[config.mk]
export PLATFORM = sky130hd
export DESIGN_NAME = spi_rd_frontend
export DESIGN_NICKNAME = d
export VERILOG_FILES = /design/src/rtl/spi_rd_pkg.sv /design/src/rtl/spi_rd_sync.sv /design/src/rtl/spi_rd_ctrl.sv /design/src/rtl/spi_rd_out.sv /design/src/rtl/spi_rd_frontend.sv
export SDC_FILE = /design/constraint.sdc
export NUM_CORES = 1
export LEC_CHECK = 0
export BUFFER_PORTS_ARGS = -buffer_cell sky130_fd_sc_hd__buf_2
export CELL_PAD_IN_SITES_DETAIL_PLACEMENT = 0
export CELL_PAD_IN_SITES_GLOBAL_PLACEMENT = 1
export CORE_ASPECT_RATIO = 0.6
export CORE_MARGIN = 5
export CORE_UTILIZATION = 40
export DETAILED_ROUTE_END_ITERATION = 16
export PLACE_DENSITY = 0.78
export SYNTH_ARGS = -nofsm -noshare
export SYNTH_HDL_FRONTEND = slang
export SYNTH_SLANG_ARGS = --single-unit
[constraint.sdc]
create_clock -name clk -period 2 [get_ports clk]
set_input_delay 0 -clock clk [delete_from_list [all_inputs] [get_ports clk]]
set_output_delay 0 -clock clk [all_outputs]
set_load 0.005 [all_outputs]
[src/rtl/spi_rd_pkg.sv]
// Shared opcodes and phase types for the SPI read-path front end.
package spi_rd_pkg;
    localparam logic [7:0] OP_READ   = 8'h03;
    localparam logic [7:0] OP_FAST   = 8'h0B;
    localparam logic [7:0] OP_DUAL   = 8'h3B;
    localparam logic [7:0] OP_JEDEC  = 8'h9F;
    localparam logic [7:0] OP_MDID   = 8'h90;
    localparam logic [7:0] OP_LEGACY = 8'hAB;
    localparam logic [7:0] OP_STATUS = 8'h05;

    typedef enum logic [2:0] {PH_OPC, PH_ADDR, PH_DUMMY, PH_DATA, PH_SKIP} phase_t;
    typedef enum logic [1:0] {SRC_MEM, SRC_JEDEC, SRC_MDID, SRC_LEGACY} src_t;
endpackage

[src/rtl/spi_rd_sync.sv]
// Multi-stage synchronizer for a vector of asynchronous pins.
// Assumes each bit is independent; RST_VAL gives the idle level of each pin.
module spi_rd_sync #(
    parameter int          W       = 4,
    parameter int          STAGES  = 2,
    parameter logic [W-1:0] RST_VAL = '0
) (
    input  logic         clk,
    input  logic         rst_n,
    input  logic [W-1:0] d,
    output logic [W-1:0] q
);
    logic [W-1:0] stage [STAGES];

    generate
        for (genvar s = 0; s < STAGES; s++) begin : g_stage
            // Shift the pin value one flop further down the chain.
            always_ff @(posedge clk) begin
                if (!rst_n) stage[s] <= RST_VAL;
                else        stage[s] <= (s == 0) ? d : stage[(s == 0) ? 0 : s-1];
            end
        end
    endgenerate

    assign q = stage[STAGES-1];
endmodule

[src/rtl/spi_rd_ctrl.sv]
// Serial sequencer: collects opcode, address and dummy bits on rising SCK,
// decides the byte source and issues one fetch per output byte.
// Assumes rise is already gated by chip select and hold.
module spi_rd_ctrl
    import spi_rd_pkg::*;
#(
    parameter int          ADDR_W       = 15,
    parameter int          HDR_BITS     = 24,
    parameter int          FAST_DUMMY   = 8,
    parameter int          LEGACY_DUMMY = 24,
    parameter logic [7:0]  MFR_ID       = 8'h9D,
    parameter logic [7:0]  CONT_ID      = 8'h7F,
    parameter logic [7:0]  DEV_ID       = 8'h2F
) (
    input  logic              clk,
    input  logic              rst_n,
    input  logic              cs_s,
    input  logic              rise,
    input  logic              din,
    input  logic              busy_i,
    input  logic              byte_load,
    output logic              in_data,
    output logic              dual,
    output logic              fetch_q,
    output logic              src_mem,
    output logic [7:0]        id_val,
    output logic              mem_rd_o,
    output logic [ADDR_W-1:0] mem_addr_o,
    output logic              cmd_valid_o,
    output logic [7:0]        cmd_code_o
);
    localparam int CNT_W = $clog2(HDR_BITS > LEGACY_DUMMY ? HDR_BITS : LEGACY_DUMMY) + 1;

    phase_t            phase;
    src_t              src;
    logic [CNT_W-1:0]  cnt;
    logic [CNT_W-1:0]  dum_last;
    logic              need_dummy;
    logic [6:0]        opc_sr;
    logic [ADDR_W-1:0] addr;
    logic [1:0]        id_idx;
    logic [7:0]        opc_w;

    assign opc_w = {opc_sr, din};

    // Sequence state: phase walk, address capture, fetch and strobe generation.
    always_ff @(posedge clk) begin
        if (!rst_n) begin
            phase <= PH_OPC; src <= SRC_MEM; cnt <= '0; dum_last <= '0;
            need_dummy <= 1'b0; opc_sr <= '0; addr <= '0; id_idx <= '0;
            dual <= 1'b0; fetch_q <= 1'b0; cmd_valid_o <= 1'b0; cmd_code_o <= '0;
        end else begin
            cmd_valid_o <= 1'b0;
            fetch_q     <= byte_load;
            if (fetch_q) begin
                if (src == SRC_MEM) addr <= addr + 1'b1;
                else                id_idx <= (id_idx == 2'd2) ? 2'd0 : id_idx + 2'd1;
            end
            if (cs_s) begin
                phase <= PH_OPC; cnt <= '0; fetch_q <= 1'b0; id_idx <= '0; dual <= 1'b0;
            end else if (rise) begin
                case (phase)
                    PH_OPC: begin
                        opc_sr <= opc_w[6:0];
                        cnt    <= cnt + 1'b1;
                        if (cnt == CNT_W'(7)) begin
                            cnt <= '0;
                            need_dummy <= 1'b0;
                            dum_last   <= CNT_W'(FAST_DUMMY - 1);
                            if (busy_i) begin
                                phase <= PH_SKIP;
                                if (opc_w == OP_STATUS) begin
                                    cmd_valid_o <= 1'b1; cmd_code_o <= opc_w;
                                end
                            end else begin
                                case (opc_w)
                                    OP_READ:  begin phase <= PH_ADDR; src <= SRC_MEM; end
                                    OP_FAST:  begin phase <= PH_ADDR; src <= SRC_MEM; need_dummy <= 1'b1; end
                                    OP_DUAL:  begin phase <= PH_ADDR; src <= SRC_MEM; need_dummy <= 1'b1; dual <= 1'b1; end
                                    OP_MDID:  begin phase <= PH_ADDR; src <= SRC_MDID; end
                                    OP_LEGACY: begin
                                        phase <= PH_DUMMY; src <= SRC_LEGACY;
                                        dum_last <= CNT_W'(LEGACY_DUMMY - 1);
                                    end
                                    OP_JEDEC: begin phase <= PH_DATA; src <= SRC_JEDEC; fetch_q <= 1'b1; end
                                    default: begin
                                        phase <= PH_SKIP;
                                        cmd_valid_o <= 1'b1; cmd_code_o <= opc_w;
                                    end
                                endcase
                            end
                        end
                    end
                    PH_ADDR: begin
                        addr <= {addr[ADDR_W-2:0], din};
                        cnt  <= cnt + 1'b1;
                        if (cnt == CNT_W'(HDR_BITS - 1)) begin
                            cnt <= '0;
                            if (need_dummy) phase <= PH_DUMMY;
                            else begin phase <= PH_DATA; fetch_q <= 1'b1; end
                        end
                    end
                    PH_DUMMY: begin
                        cnt <= cnt + 1'b1;
                        if (cnt == dum_last) begin
                            cnt <= '0; phase <= PH_DATA; fetch_q <= 1'b1;
                        end
                    end
                    default: ;
                endcase
            end
        end
    end

    // Identification byte selected by source, index and address bit 0.
    always_comb begin
        id_val = DEV_ID;
        case (src)
            SRC_JEDEC: id_val = (id_idx == 2'd0) ? CONT_ID : (id_idx == 2'd1) ? MFR_ID : DEV_ID;
            SRC_MDID:  id_val = (id_idx == 2'd2) ? CONT_ID :
                                ((id_idx == 2'd0) ^ addr[0]) ? MFR_ID : DEV_ID;
            default:   id_val = DEV_ID;
        endcase
    end

    assign in_data    = (phase == PH_DATA);
    assign src_mem    = (src == SRC_MEM);
    assign mem_rd_o   = fetch_q & src_mem;
    assign mem_addr_o = addr;
endmodule

[src/rtl/spi_rd_out.sv]
// Output shifter: holds the next byte (from the array port or the ID table)
// and shifts one or two bits out per falling SCK edge.
// Assumes fall is already gated by chip select and hold.
module spi_rd_out (
    input  logic       clk,
    input  logic       rst_n,
    input  logic       cs_s,
    input  logic       fall,
    input  logic       in_data,
    input  logic       dual,
    input  logic       fetch_q,
    input  logic       src_mem,
    input  logic [7:0] id_val,
    input  logic [7:0] mem_data_i,
    output logic       so_bit,
    output logic       sio_bit,
    output logic       started,
    output logic       byte_load
);
    logic [7:0] nxt;
    logic [7:0] sh;
    logic [2:0] pos;
    logic       rd_pend;

    assign byte_load = fall & in_data & (pos == 3'd0);

    // Prefetch buffer and bit shifter.
    always_ff @(posedge clk) begin
        if (!rst_n) begin
            nxt <= '0; sh <= '0; pos <= '0; rd_pend <= 1'b0; started <= 1'b0;
        end else begin
            rd_pend <= fetch_q & src_mem;
            if (fetch_q && !src_mem) nxt <= id_val;
            if (rd_pend)             nxt <= mem_data_i;
            if (cs_s) begin
                pos <= '0; started <= 1'b0;
            end else if (fall && in_data) begin
                started <= 1'b1;
                if (pos == 3'd0) sh <= rd_pend ? mem_data_i : nxt;
                else             sh <= dual ? {sh[5:0], 2'b00} : {sh[6:0], 1'b0};
                pos <= pos + (dual ? 3'd2 : 3'd1);
            end
        end
    end

    assign so_bit  = sh[7];
    assign sio_bit = sh[6];
endmodule

[src/rtl/spi_rd_frontend.sv]
// Top of the SPI read-path front end. Synchronizes the pins, derives gated
// SCK edges and the hold state, and joins sequencer and output shifter.
// Assumes clk runs at least 4x SCK; array port answers one cycle after mem_rd_o.
module spi_rd_frontend #(
    parameter int ADDR_W      = 15,
    parameter int SYNC_STAGES = 2
) (
    input  logic              clk,
    input  logic              rst_n,
    input  logic              sck_i,
    input  logic              cs_n_i,
    input  logic              hold_n_i,
    input  logic              si_i,
    output logic              so_o,
    output logic              so_oe,
    output logic              sio_o,
    output logic              sio_oe,
    input  logic              busy_i,
    output logic              mem_rd_o,
    output logic [ADDR_W-1:0] mem_addr_o,
    input  logic [7:0]        mem_data_i,
    output logic              cmd_valid_o,
    output logic [7:0]        cmd_code_o
);
    logic [3:0] sync_q;
    logic sck_s, cs_s, hold_s, din_s;
    logic sck_d, hold_q, rise, fall;
    logic in_data, dual, fetch_q, src_mem, started, byte_load;
    logic [7:0] id_val;

    spi_rd_sync #(.W(4), .STAGES(SYNC_STAGES), .RST_VAL(4'b0110)) u_sync (
        .clk(clk), .rst_n(rst_n),
        .d({si_i, hold_n_i, cs_n_i, sck_i}), .q(sync_q)
    );
    assign sck_s  = sync_q[0];
    assign cs_s   = sync_q[1];
    assign hold_s = ~sync_q[2];
    assign din_s  = sync_q[3];

    // SCK edge memory and hold state, which only changes while SCK is low.
    always_ff @(posedge clk) begin
        if (!rst_n) begin
            sck_d <= 1'b0; hold_q <= 1'b0;
        end else begin
            sck_d <= sck_s;
            if (!sck_s) hold_q <= hold_s;
        end
    end

    assign rise = sck_s & ~sck_d & ~cs_s & ~hold_q;
    assign fall = ~sck_s & sck_d & ~cs_s & ~hold_q;

    spi_rd_ctrl #(.ADDR_W(ADDR_W)) u_ctrl (
        .clk(clk), .rst_n(rst_n), .cs_s(cs_s), .rise(rise), .din(din_s),
        .busy_i(busy_i), .byte_load(byte_load), .in_data(in_data), .dual(dual),
        .fetch_q(fetch_q), .src_mem(src_mem), .id_val(id_val),
        .mem_rd_o(mem_rd_o), .mem_addr_o(mem_addr_o),
        .cmd_valid_o(cmd_valid_o), .cmd_code_o(cmd_code_o)
    );

    spi_rd_out u_out (
        .clk(clk), .rst_n(rst_n), .cs_s(cs_s), .fall(fall), .in_data(in_data),
        .dual(dual), .fetch_q(fetch_q), .src_mem(src_mem), .id_val(id_val),
        .mem_data_i(mem_data_i), .so_bit(so_o), .sio_bit(sio_o),
        .started(started), .byte_load(byte_load)
    );

    assign so_oe  = started & in_data & ~cs_s & ~hold_q;
    assign sio_oe = so_oe & dual;
endmodule

* Word-level counts from Yosys, hierarchy flattened
Memories as Yosys holds them, arrays and structs flattened.
Index checks and enable logic that the tools add are counted.
** Word-level totals
- Register bits :: 76
- Bits in writable memories :: 8
- Bits of input ports :: 15
- Logic and storage cells :: 149
- Memories kept :: 1
** Memory list
- u_sync.stage :: depth 2, width 4, read ports 2, clocked after Yosys merged registers in 0, wr ports 2, RTL line spi_rd_sync.sv:13 : logic [W-1:0] stage [STAGES];
** Cells by class
- Add/subtract/negate cells :: 4
- Equal/unequal tests :: 22
- Mux-type cells :: 51
- Bitwise logic cells :: 27
- Reductions and logical operators :: 25
** Operator list (count)
- $mux 8 :: 12
- $mux 15 :: 5
- $eq 8x8->1 const B :: 3
- $mux 6 :: 4
- $pmux 3 s3 :: 2
- $pmux 6 s3 :: 1
- $pmux 8 s2 :: 1
- $add 15x1->15 const B :: 1
- $mux 1 :: 15
- $and 1x1->1 :: 13
- $mux 3 :: 4
- $reduce_and 6->1 :: 2
- $not 1->1 :: 11
- $ne 2x1->1 const B :: 5
- $reduce_and 5->1 :: 2
- $eq 8x2->1 const B :: 1
- $eq 8x3->1 const B :: 1
- $eq 8x4->1 const B :: 1
- $eq 8x6->1 const B :: 1
- $mux 4 :: 2
- $pmux 2 s4 :: 1
- $add 6x1->6 const B :: 1
- $eq 3x2->1 const B :: 2
- $eq 6x3->1 const B :: 1
- 27 further kinds :: 37

* Depth between registers and ports, before layout
Gate-level depths: netlist (run 1).
An unclocked memory read counts as a cell.
- Depth after elaboration :: 12
- Depth in mapped cells :: 9
- Mapped depth without buffers :: 8

* By module
Synthesis (run 1) repeated with hierarchy kept, for this count alone.
** Unflattened totals
- Cells, all modules :: 509
- Area total of the unflattened synthesis :: 4275.4 um^2
** Modules (own cells, without submodules)
- spi_rd_ctrl :: instances 1, cells an instance 361, area an instance 2800.2 um^2
- spi_rd_out :: instances 1, cells an instance 121, area an instance 1159.9 um^2
- spi_rd_sync :: instances 1, cells an instance 16, area an instance 210.2 um^2
- spi_rd_frontend :: instances 1, cells an instance 11, area an instance 105.1 um^2

* Least setup slack after synthesis (run 1)
OpenSTA, ideal clock, no wires.
- Path kind :: flip-flop to flip-flop
- Start :: register u_ctrl.phase[2]
- End :: register u_ctrl.need_dummy
- Arrival time :: 2055 ps
- Required time :: 1930 ps
- Slack :: -126 ps
- Cell stages (with the launch flop) :: 9
- Buffers on the path :: 2
- Clock period less this slack :: 2126 ps
- Cells stage by stage :: dfxtp_1 buf_6 or4b_4 or2_4 nor3_4 and2_1 buf_6 nand4_1 a21oi_1
** On the way
- Word-level cells in the longest chain between the ends :: 2
** Ends and longest elaborated chain
- start, declared :: RTL line spi_rd_ctrl.sv:34 : phase_t phase;
- start signal, assigned :: RTL line spi_rd_ctrl.sv:49 : phase <= PH_OPC; src <= SRC_MEM; cnt <= '0; dum_last <= '0;
- start signal, assigned :: RTL line spi_rd_ctrl.sv:60 : phase <= PH_OPC; cnt <= '0; fetch_q <= 1'b0; id_idx <= '0; dual <= 1'b0;
- start signal, assigned :: RTL line spi_rd_ctrl.sv:71 : phase <= PH_SKIP;
- $logic_not 3->1 :: RTL line spi_rd_ctrl.sv:62 : case (phase)
- $reduce_and 4->1 (no source line)
- end signal, assigned :: RTL line spi_rd_ctrl.sv:68 : need_dummy <= 1'b0;
- end signal, assigned :: RTL line spi_rd_ctrl.sv:78 : OP_FAST: begin phase <= PH_ADDR; src <= SRC_MEM; need_dummy <= 1'b1; end
- end signal, assigned :: RTL line spi_rd_ctrl.sv:79 : OP_DUAL: begin phase <= PH_ADDR; src <= SRC_MEM; need_dummy <= 1'b1; dual <= 1'b1; end
- end, declared :: RTL line spi_rd_ctrl.sv:38 : logic need_dummy;
Every way passes these cells.
A chain may end at the register's enable or synchronous reset.

* Worst setup path in the final report (run 1)
- Start :: register u_ctrl.phase[2]
- End :: register u_ctrl.cnt[2]
** On the way
- Word-level cells in the longest chain between the ends :: 3
** Ends and longest elaborated chain
- $eq 3x1->1, or another cell as far along :: RTL line spi_rd_ctrl.sv:62
- $reduce_bool 3->1 (no source line)
- $reduce_and 2->1 (no source line)
- end signal, assigned :: RTL line spi_rd_ctrl.sv:65 : cnt <= cnt + 1'b1;
- end signal, assigned :: RTL line spi_rd_ctrl.sv:96 : cnt <= cnt + 1'b1;
- end signal, assigned :: RTL line spi_rd_ctrl.sv:104 : cnt <= cnt + 1'b1;
- end, declared :: RTL line spi_rd_ctrl.sv:36 : logic [CNT_W-1:0] cnt;
Parallel ways exist; a longest one is shown, timed or not.

==> run summary, run 1 <==
Reg2Reg Launch Point: u_ctrl.phase[2]
initial antenna violation count: 0
worst skew pair latency: 0.34 ns
critical path capture point type: flip-flop
core area: 10,000 um2
Max Fclk: 0.509 GHz
Pins Over Slew Limit: 0
worst reg2reg setup slack: 0.04 ns
die area: 12,700 um2
Worst R2R End: u_ctrl.cnt[2]
CP Data Required Time: 2.26 ns
crit share post-route: 98.2%
Main synth FF type: dfxtp_1
RSZ-0062 raised after global routing: yes
sequential fraction of the synthesis area: 38.3%
# placed instances: 706
multi-input logic area: 2400 um2
layout overhead on the synthesized area: 27.1%
Wirelength per Cell: 15.6 um
fillers: 940
via/cell ratio: 5.55
final setup vio count: 0
main combinational cell family by area after synthesis: simple AND/OR/NAND/NOR gates
worst path bufs/invs: 0
Nets: 620
Async SR Flop Fraction: 0%
post-synthesis instance total: 515
CP startpoint: u_ctrl.phase[2]
CTS buffer count: 9
first-pass GRT wire length: 18,800 um
CTS Root Cell: clkbuf_16
multiplexer share of the synthesized area: 3.35%
critical path type: flip-flop to flip-flop
leakage: 1.97 nW
CP Data Arrival Time: 2.22 ns
total track usage: 18.4%
number of global-route vias before repair: 3,737
total grt overflow: 0
Port Buffer Count: 43
Setup WS post-layout: 0.0359 ns
Detailed Route Iter0 Violations: 468
status: complete, no violations
#FFs+latches synth: 80
worst hold path type: primary input to flip-flop
cell count of the worst hold path: 3
crit-path cells: or4b_4 -> nor2_2 -> nand2_1 -> or4b_2 -> a21oi_1
Reg2Reg Depth: 5
ANT cells: 0
layout cells sized above 1: 22.4%
Max Clock Skew: 0.00429 ns
Compound-Gate Fraction of Synth Area: 19.2%
post-route setup TNS: 0 ns
Pwr Density: 659 nW/um2
Synth Area in Simple Gates: 29.7%
XOR/XNOR Fraction of Synth Area: 0.837%
DR DRC count: 0
Final ANT Viol Nets: 0
Avg Inst Size Synth: 8.13 um2
CP Launch Type: flip-flop
slowest cell on the critical path: or4b_2
Max Cap Viol: 0
Worst Hold End: u_out.nxt[6]
fraction of the mapped netlist area in adder cells: 2.27%
Die X: 142 um
delay-heaviest family, CP: simple AND/OR/NAND/NOR gates
Worst Tran Pin Value: 0.712 ns
# rows: 28
hpwl dp: 8000 um
hold_sp: mem_data_i[6]
RD Place Congestion: 0.917
clk slew on worst S/H paths: 0.06 ns
Levels on crit path: 5
starting density of the core: 41.8%
Fin. Hold Viols: 0
clock tree buffer depth: 2
Hold Slack: 0.0458 ns
syn_nets: 537
crit-path max cell delay: 0.62 ns
WL final: 11,500 um
FF+latch area: 1610 um2
Die Span Y: 89.2 um
via count: 4,096
final worst path period need: 1.96 ns
clock sinks: 80
Post-synth EDFFs: 0
Tot Pwr: 3.50 mW
slew margin rel.: 52.6%
CP max FO: 3
Ports: 44
Clock H-tree levels: 3
VDD IR max: 0.381 mV
Place WS: 0.0353 ns
mapped cell area: 4190 um2
DRT Pass-1 Iters: 6
pin count of the biggest net entering global routing: 24
Cell variety after synth: 56
Yosys warning count: 0
fin cells: 738
CTS tree: built
-- power breakdown --
group          total (mW)  internal (mW)  switching (mW)
sequential           1.61           1.60         0.00489
clock                1.79           1.13           0.661
combinational       0.110         0.0531          0.0572
total                3.50           2.78           0.723
-- metrics by stage --
stage,instance area (um2),util (%)
after floorplan,4190,-
after global placement,4770,47.6
after detailed placement,4770,47.6
after CTS,5220,52.1
final,5320,53.1
after global routing,5320,53.1
-- synth_stat cells, drive strengths merged (2+ instances only) --
| library cell | number | share of area (%) |
|---|---|---|
| dfxtp | 80 | 38 |
| nand2 | 42 | 3.8 |
| o211a | 3 | 0.72 |
| o2111ai | 4 | 0.84 |
| nor2b | 21 | 3.1 |
| o21ai | 23 | 2.8 |
| o32ai | 2 | 0.42 |
| inv | 16 | 1.4 |
| nand4 | 15 | 2.2 |
| nand2b | 15 | 2.2 |
| and2 | 11 | 1.6 |
| or3 | 3 | 0.45 |
| ha | 6 | 1.8 |
| a311oi | 4 | 0.84 |
| nor4 | 5 | 0.75 |
| o21a | 2 | 0.36 |
| a21oi | 47 | 5.6 |
| nand3b | 4 | 0.72 |
| and3 | 7 | 1.0 |
| nand3 | 38 | 4.5 |
| or4b | 4 | 1.0 |
| a31oi | 7 | 1.0 |
| o31ai | 2 | 0.36 |
| nor2 | 37 | 3.3 |
| mux2i | 14 | 3.3 |
| a21boi | 3 | 0.54 |
| nor3b | 2 | 0.36 |
| nand4b | 2 | 0.42 |
| o211ai | 11 | 2.0 |
| xor2 | 2 | 0.42 |
| nor3 | 16 | 2.2 |
| a211oi | 14 | 2.5 |
| nor4b | 3 | 0.63 |
| xnor2 | 2 | 0.42 |
| clkbuf | 22 | 2.3 |
| buf | 11 | 2.1 |
-- area by class of cell --
cell class / instances / share of cell area [%]
clock inverter: 5 / 1.51
inverter: 16 / 1.13
sequential: 80 / 30.2
multi-input combinational: 384 / 45.0
timing repair buffer: 107 / 14.4
clock buffer: 11 / 4.56
tap: 135 / 3.17
-- repair_timing --
| item | 4_1_cts | 5_1_grt |
|---|---|---|
| hold endpoints to repair | 12 | 0 |
| resized for setup | 0 | 21 |
| setup buffers | 0 | 3 |
| hold buffers | 13 | 0 |
| endpoints found under the setup margin | 0 | 21 |
-- state kept, by name (all words and copies together), names as in the netlist, 2 cells and up --
name / cells
u_ctrl.src: 2
u_ctrl.cnt: 6
u_ctrl.cmd_code_o: 8
u_ctrl.id_idx: 2
u_ctrl.dum_last: 2
u_sync.stage: 8
u_ctrl.mem_addr_o: 15
u_ctrl.phase: 3
u_out.pos: 3
u_out.nxt: 8
u_out.sh: 8
u_ctrl.opc_sr: 7
-- worst min-delay path, cell delays in order --
cell and delay [ns]:
buf_2 0.07, nand2b_1 0.13, and3_1 0.15
-- kinds of logic after synthesis --
| group | count (synthesis) |
|---|---|
| adder cells (fa/ha/maj) | 7 |
| XOR/XNOR | 4 |
| multiplexers | 14 |
| AO/OA/AOI/OAI | 128 |
| AND/OR/NAND/NOR | 231 |
| flip-flops | 80 |
| buffers and inverters | 51 |
-- cell usage in the layout, fill, tap and decap left out, types with 4 or more instances in the layout --
cell type | synthesis | final
nand3b_1 | 4 | 4
a211oi_1 | 14 | 14
nor2_1 | 37 | 35
buf_2 | 6 | 43
and2_1 | 11 | 10
a31oi_1 | 7 | 6
dlygate4sd3_1 | 0 | 13
nand4_1 | 15 | 15
dfxtp_1 | 80 | 76
o211ai_1 | 11 | 11
clkbuf_16 | 0 | 9
ha_1 | 6 | 5
nor2b_1 | 21 | 20
inv_1 | 16 | 16
a311oi_1 | 4 | 4
nand2_1 | 42 | 42
dfxtp_2 | 0 | 4
nor3_1 | 15 | 12
mux2i_1 | 14 | 14
nand3_1 | 38 | 38
a21oi_1 | 47 | 46
nor4_1 | 5 | 4
and3_1 | 7 | 7
o21ai_0 | 23 | 21
nand2b_1 | 15 | 15
buf_4 | 0 | 48
-- metal layers --
layer	up-vias	GRT usage, %	wire [um]
li1	2029	-	-
met1	1928	26.7	5830
met2	126	26.7	4870
met3	13	5.56	685
met4	0	4.79	120
met5	-	0	0
-- how the worst max path moves through the flow --
stage / endpoint / slack [ns]
final: u_ctrl.cnt[2] / 0.04
after global placement: u_ctrl.phase[0] / 0.05
after CTS: u_ctrl.phase[0] / 0.01
after global routing: u_ctrl.cmd_code_o[1] / -0.03
after detailed placement: u_ctrl.phase[0] / 0.04
after floorplan: u_ctrl.need_dummy / -0.13
Note: power is estimated with default switching activity, not from simulation.
==> run 2, diff against run 1 <==
Settings changed: CELL_PAD_IN_SITES_DETAIL_PLACEMENT 0 to default, CELL_PAD_IN_SITES_GLOBAL_PLACEMENT 1 to default, PLACE_DENSITY 0.78 to 0.62.
==> run summary, run 2 (synthesis gave the netlist of run 1 again) <==
Ports: 44 (unchanged)
WL final: 11,300 um (-2.2%)
# placed instances: 705 (-0.14%)
crit-path cells: or4b_4 -> or2_4 -> nor3_4 -> and2_4 -> buf_12 -> nand3_1 -> o211ai_1
end-of-flow core utilization: 53.0% (-0.10 points)
cell count of the worst hold path: 3 (unchanged)
layout overhead on the synthesized area: 26.9%
critical path capture point type: flip-flop
CP Data Arrival Time: 2.21 ns (about the same)
ANT cells: 0 (unchanged)
fillers: 942 (+0.21%)
status: complete, no violations
critical path type: flip-flop to flip-flop
hpwl dp: 8080 um (+0.94%)
CTS buffer count: 9 (unchanged)
via count: 4,055 (-1.0%)
Nets: 618 (-0.32%)
slew margin rel.: 59.7% (+7.1 points)
Die X: 142 um (unchanged)
worst hold path type: primary input to flip-flop
Pwr Density: 653 nW/um2 (-0.86%)
Wirelength per Cell: 15.3 um (-1.9%)
Detailed Route Iter0 Violations: 308 (-34%)
Fin. Hold Viols: 0 (unchanged)
clock sinks: 80 (unchanged)
CP max FO: 10 (+7)
CTS Root Cell: clkbuf_16
via/cell ratio: 5.51 (-0.73%)
max FFs per register: 15 (unchanged)
Worst Tran Pin Value: 0.602 ns (-0.109 ns)
clock tree buffer depth: 2 (unchanged)
initial antenna violation count: 0 (unchanged)
# rows: 28 (unchanged)
worst path bufs/invs: 1 (+1)
layout cells sized above 1: 22.1% (-0.26 points)
first-pass GRT wire length: 18,600 um (-1.1%)
Clock H-tree levels: 3 (unchanged)
delay-heaviest family, CP: simple AND/OR/NAND/NOR gates
post-route cell area: 5310 um2 (-0.19%)
pin count of the biggest net entering global routing: 32 (+33%)
number of global-route vias before repair: 3,588 (-4.0%)
final worst path period need: 1.95 ns (-0.0180 ns)
Port Buffer Count: 43 (unchanged)
clk slew on worst S/H paths: 0.06 ns (about the same)
Max Fclk: 0.514 GHz (+0.92%)
Reg2Reg Depth: 7 (+2)
RSZ-0062 raised after global routing: yes
crit-path max cell delay: 0.57 ns (-0.05 ns)
CP Launch Type: flip-flop
Pins Over Slew Limit: 0 (unchanged)
starting density of the core: 41.8% (unchanged)
Final ANT Viol Nets: 0 (unchanged)
total track usage: 18.5% (+0.067 points)
DR DRC count: 0 (unchanged)
commonest non-fill, non-tap cell in the layout: dfxtp_1
VDD IR max: 0.390 mV (+2.4%)
slowest cell on the critical path: or4b_4
Max Clock Skew: 0.00712 ns (+0.00283 ns)
Levels on crit path: 7 (+2)
CTS tree: built
Die Span Y: 89.2 um (unchanged)
final setup vio count: 0 (unchanged)
most frequent cells in the layout: dfxtp_1, buf_4, a21oi_1
worst reg2reg setup slack: 0.05 ns (+0.02 ns)
CP Data Required Time: 2.26 ns (about the same)
total grt overflow: 0 (unchanged)
Max Cap Viol: 0 (unchanged)
RD Place Congestion: 0.871 (-5.1%)
fin cells: 736 (-0.27%)
worst skew pair latency: 0.34 ns (about the same)
DRT Pass-1 Iters: 5 (-1)
crit share post-route: 97.3% (-0.90 points)
leakage: 1.97 nW (-0.11%)
die area: 12,700 um2 (unchanged)
Tot Pwr: 3.47 mW (-1.1%)
Post-DP Area: 4760 um2 (-0.16%)
core area: 10,000 um2 (unchanged)
-- run 2: cell type report --
cell class	count	area (um2)	area share, %
clock inverter	5	81.3	1.53
timing repair buffer	105	749	14.1
tap	135	169	3.18
inverter	16	60.1	1.13
sequential	80	1610	30.2
multi-input combinational	384	2410	45.4
clock buffer	11	233	4.38
-- run 2: tightest hold or removal path, stage by stage --
cell      delay [ns]
buf_2           0.07
nand2b_1        0.11
and3_1          0.15
-- run 2: per-layer routing --
metal  vias up  global-route usage (%)  part of all wire, %
li1       2034                       -                    -
met5         -                       0                    0
met2       116                    25.7                   40
met1      1888                    27.7                   52
met3        17                    5.67                  6.9
met4         0                    4.62                  1.1
-- run 2: stage by stage --
stage	hold slack (ns)	worst slack, ns	setup TNS [ns]
CTS	0.00119	0.0382	0
global placement	0.181	0.0826	0
floorplan	0.101	-0.126	-1.00
global route	0.0471	-0.0766	-0.347
finish	0.0168	0.0539	0
detailed placement	0.184	0.0559	0
-- run 2: report_power, final --
group          total [mW]  internal [mW]  switching [mW]
logic               0.109         0.0512          0.0576
registers            1.61           1.60         0.00497
clock network        1.75           1.09           0.657
-- run 2: path summary, 6_finish.rpt --
check | end | startpoint
max | u_ctrl.cmd_code_o[1] | u_ctrl.phase[2]
min | u_out.nxt[6] | mem_data_i[6]
max reg2reg | u_ctrl.cmd_code_o[1] | u_ctrl.phase[2]
min reg2reg | u_sync.stage[1][2] | u_sync.stage[0][2]
-- run 2: what timing repair did --
| item | CTS | global route |
|---|---|---|
| resized for setup | 0 | 23 |
| setup endpoints to repair | 0 | 23 |
| setup buffers | 0 | 4 |
| hold buffers | 11 | 0 |
| endpoints found under the hold margin | 11 | 0 |
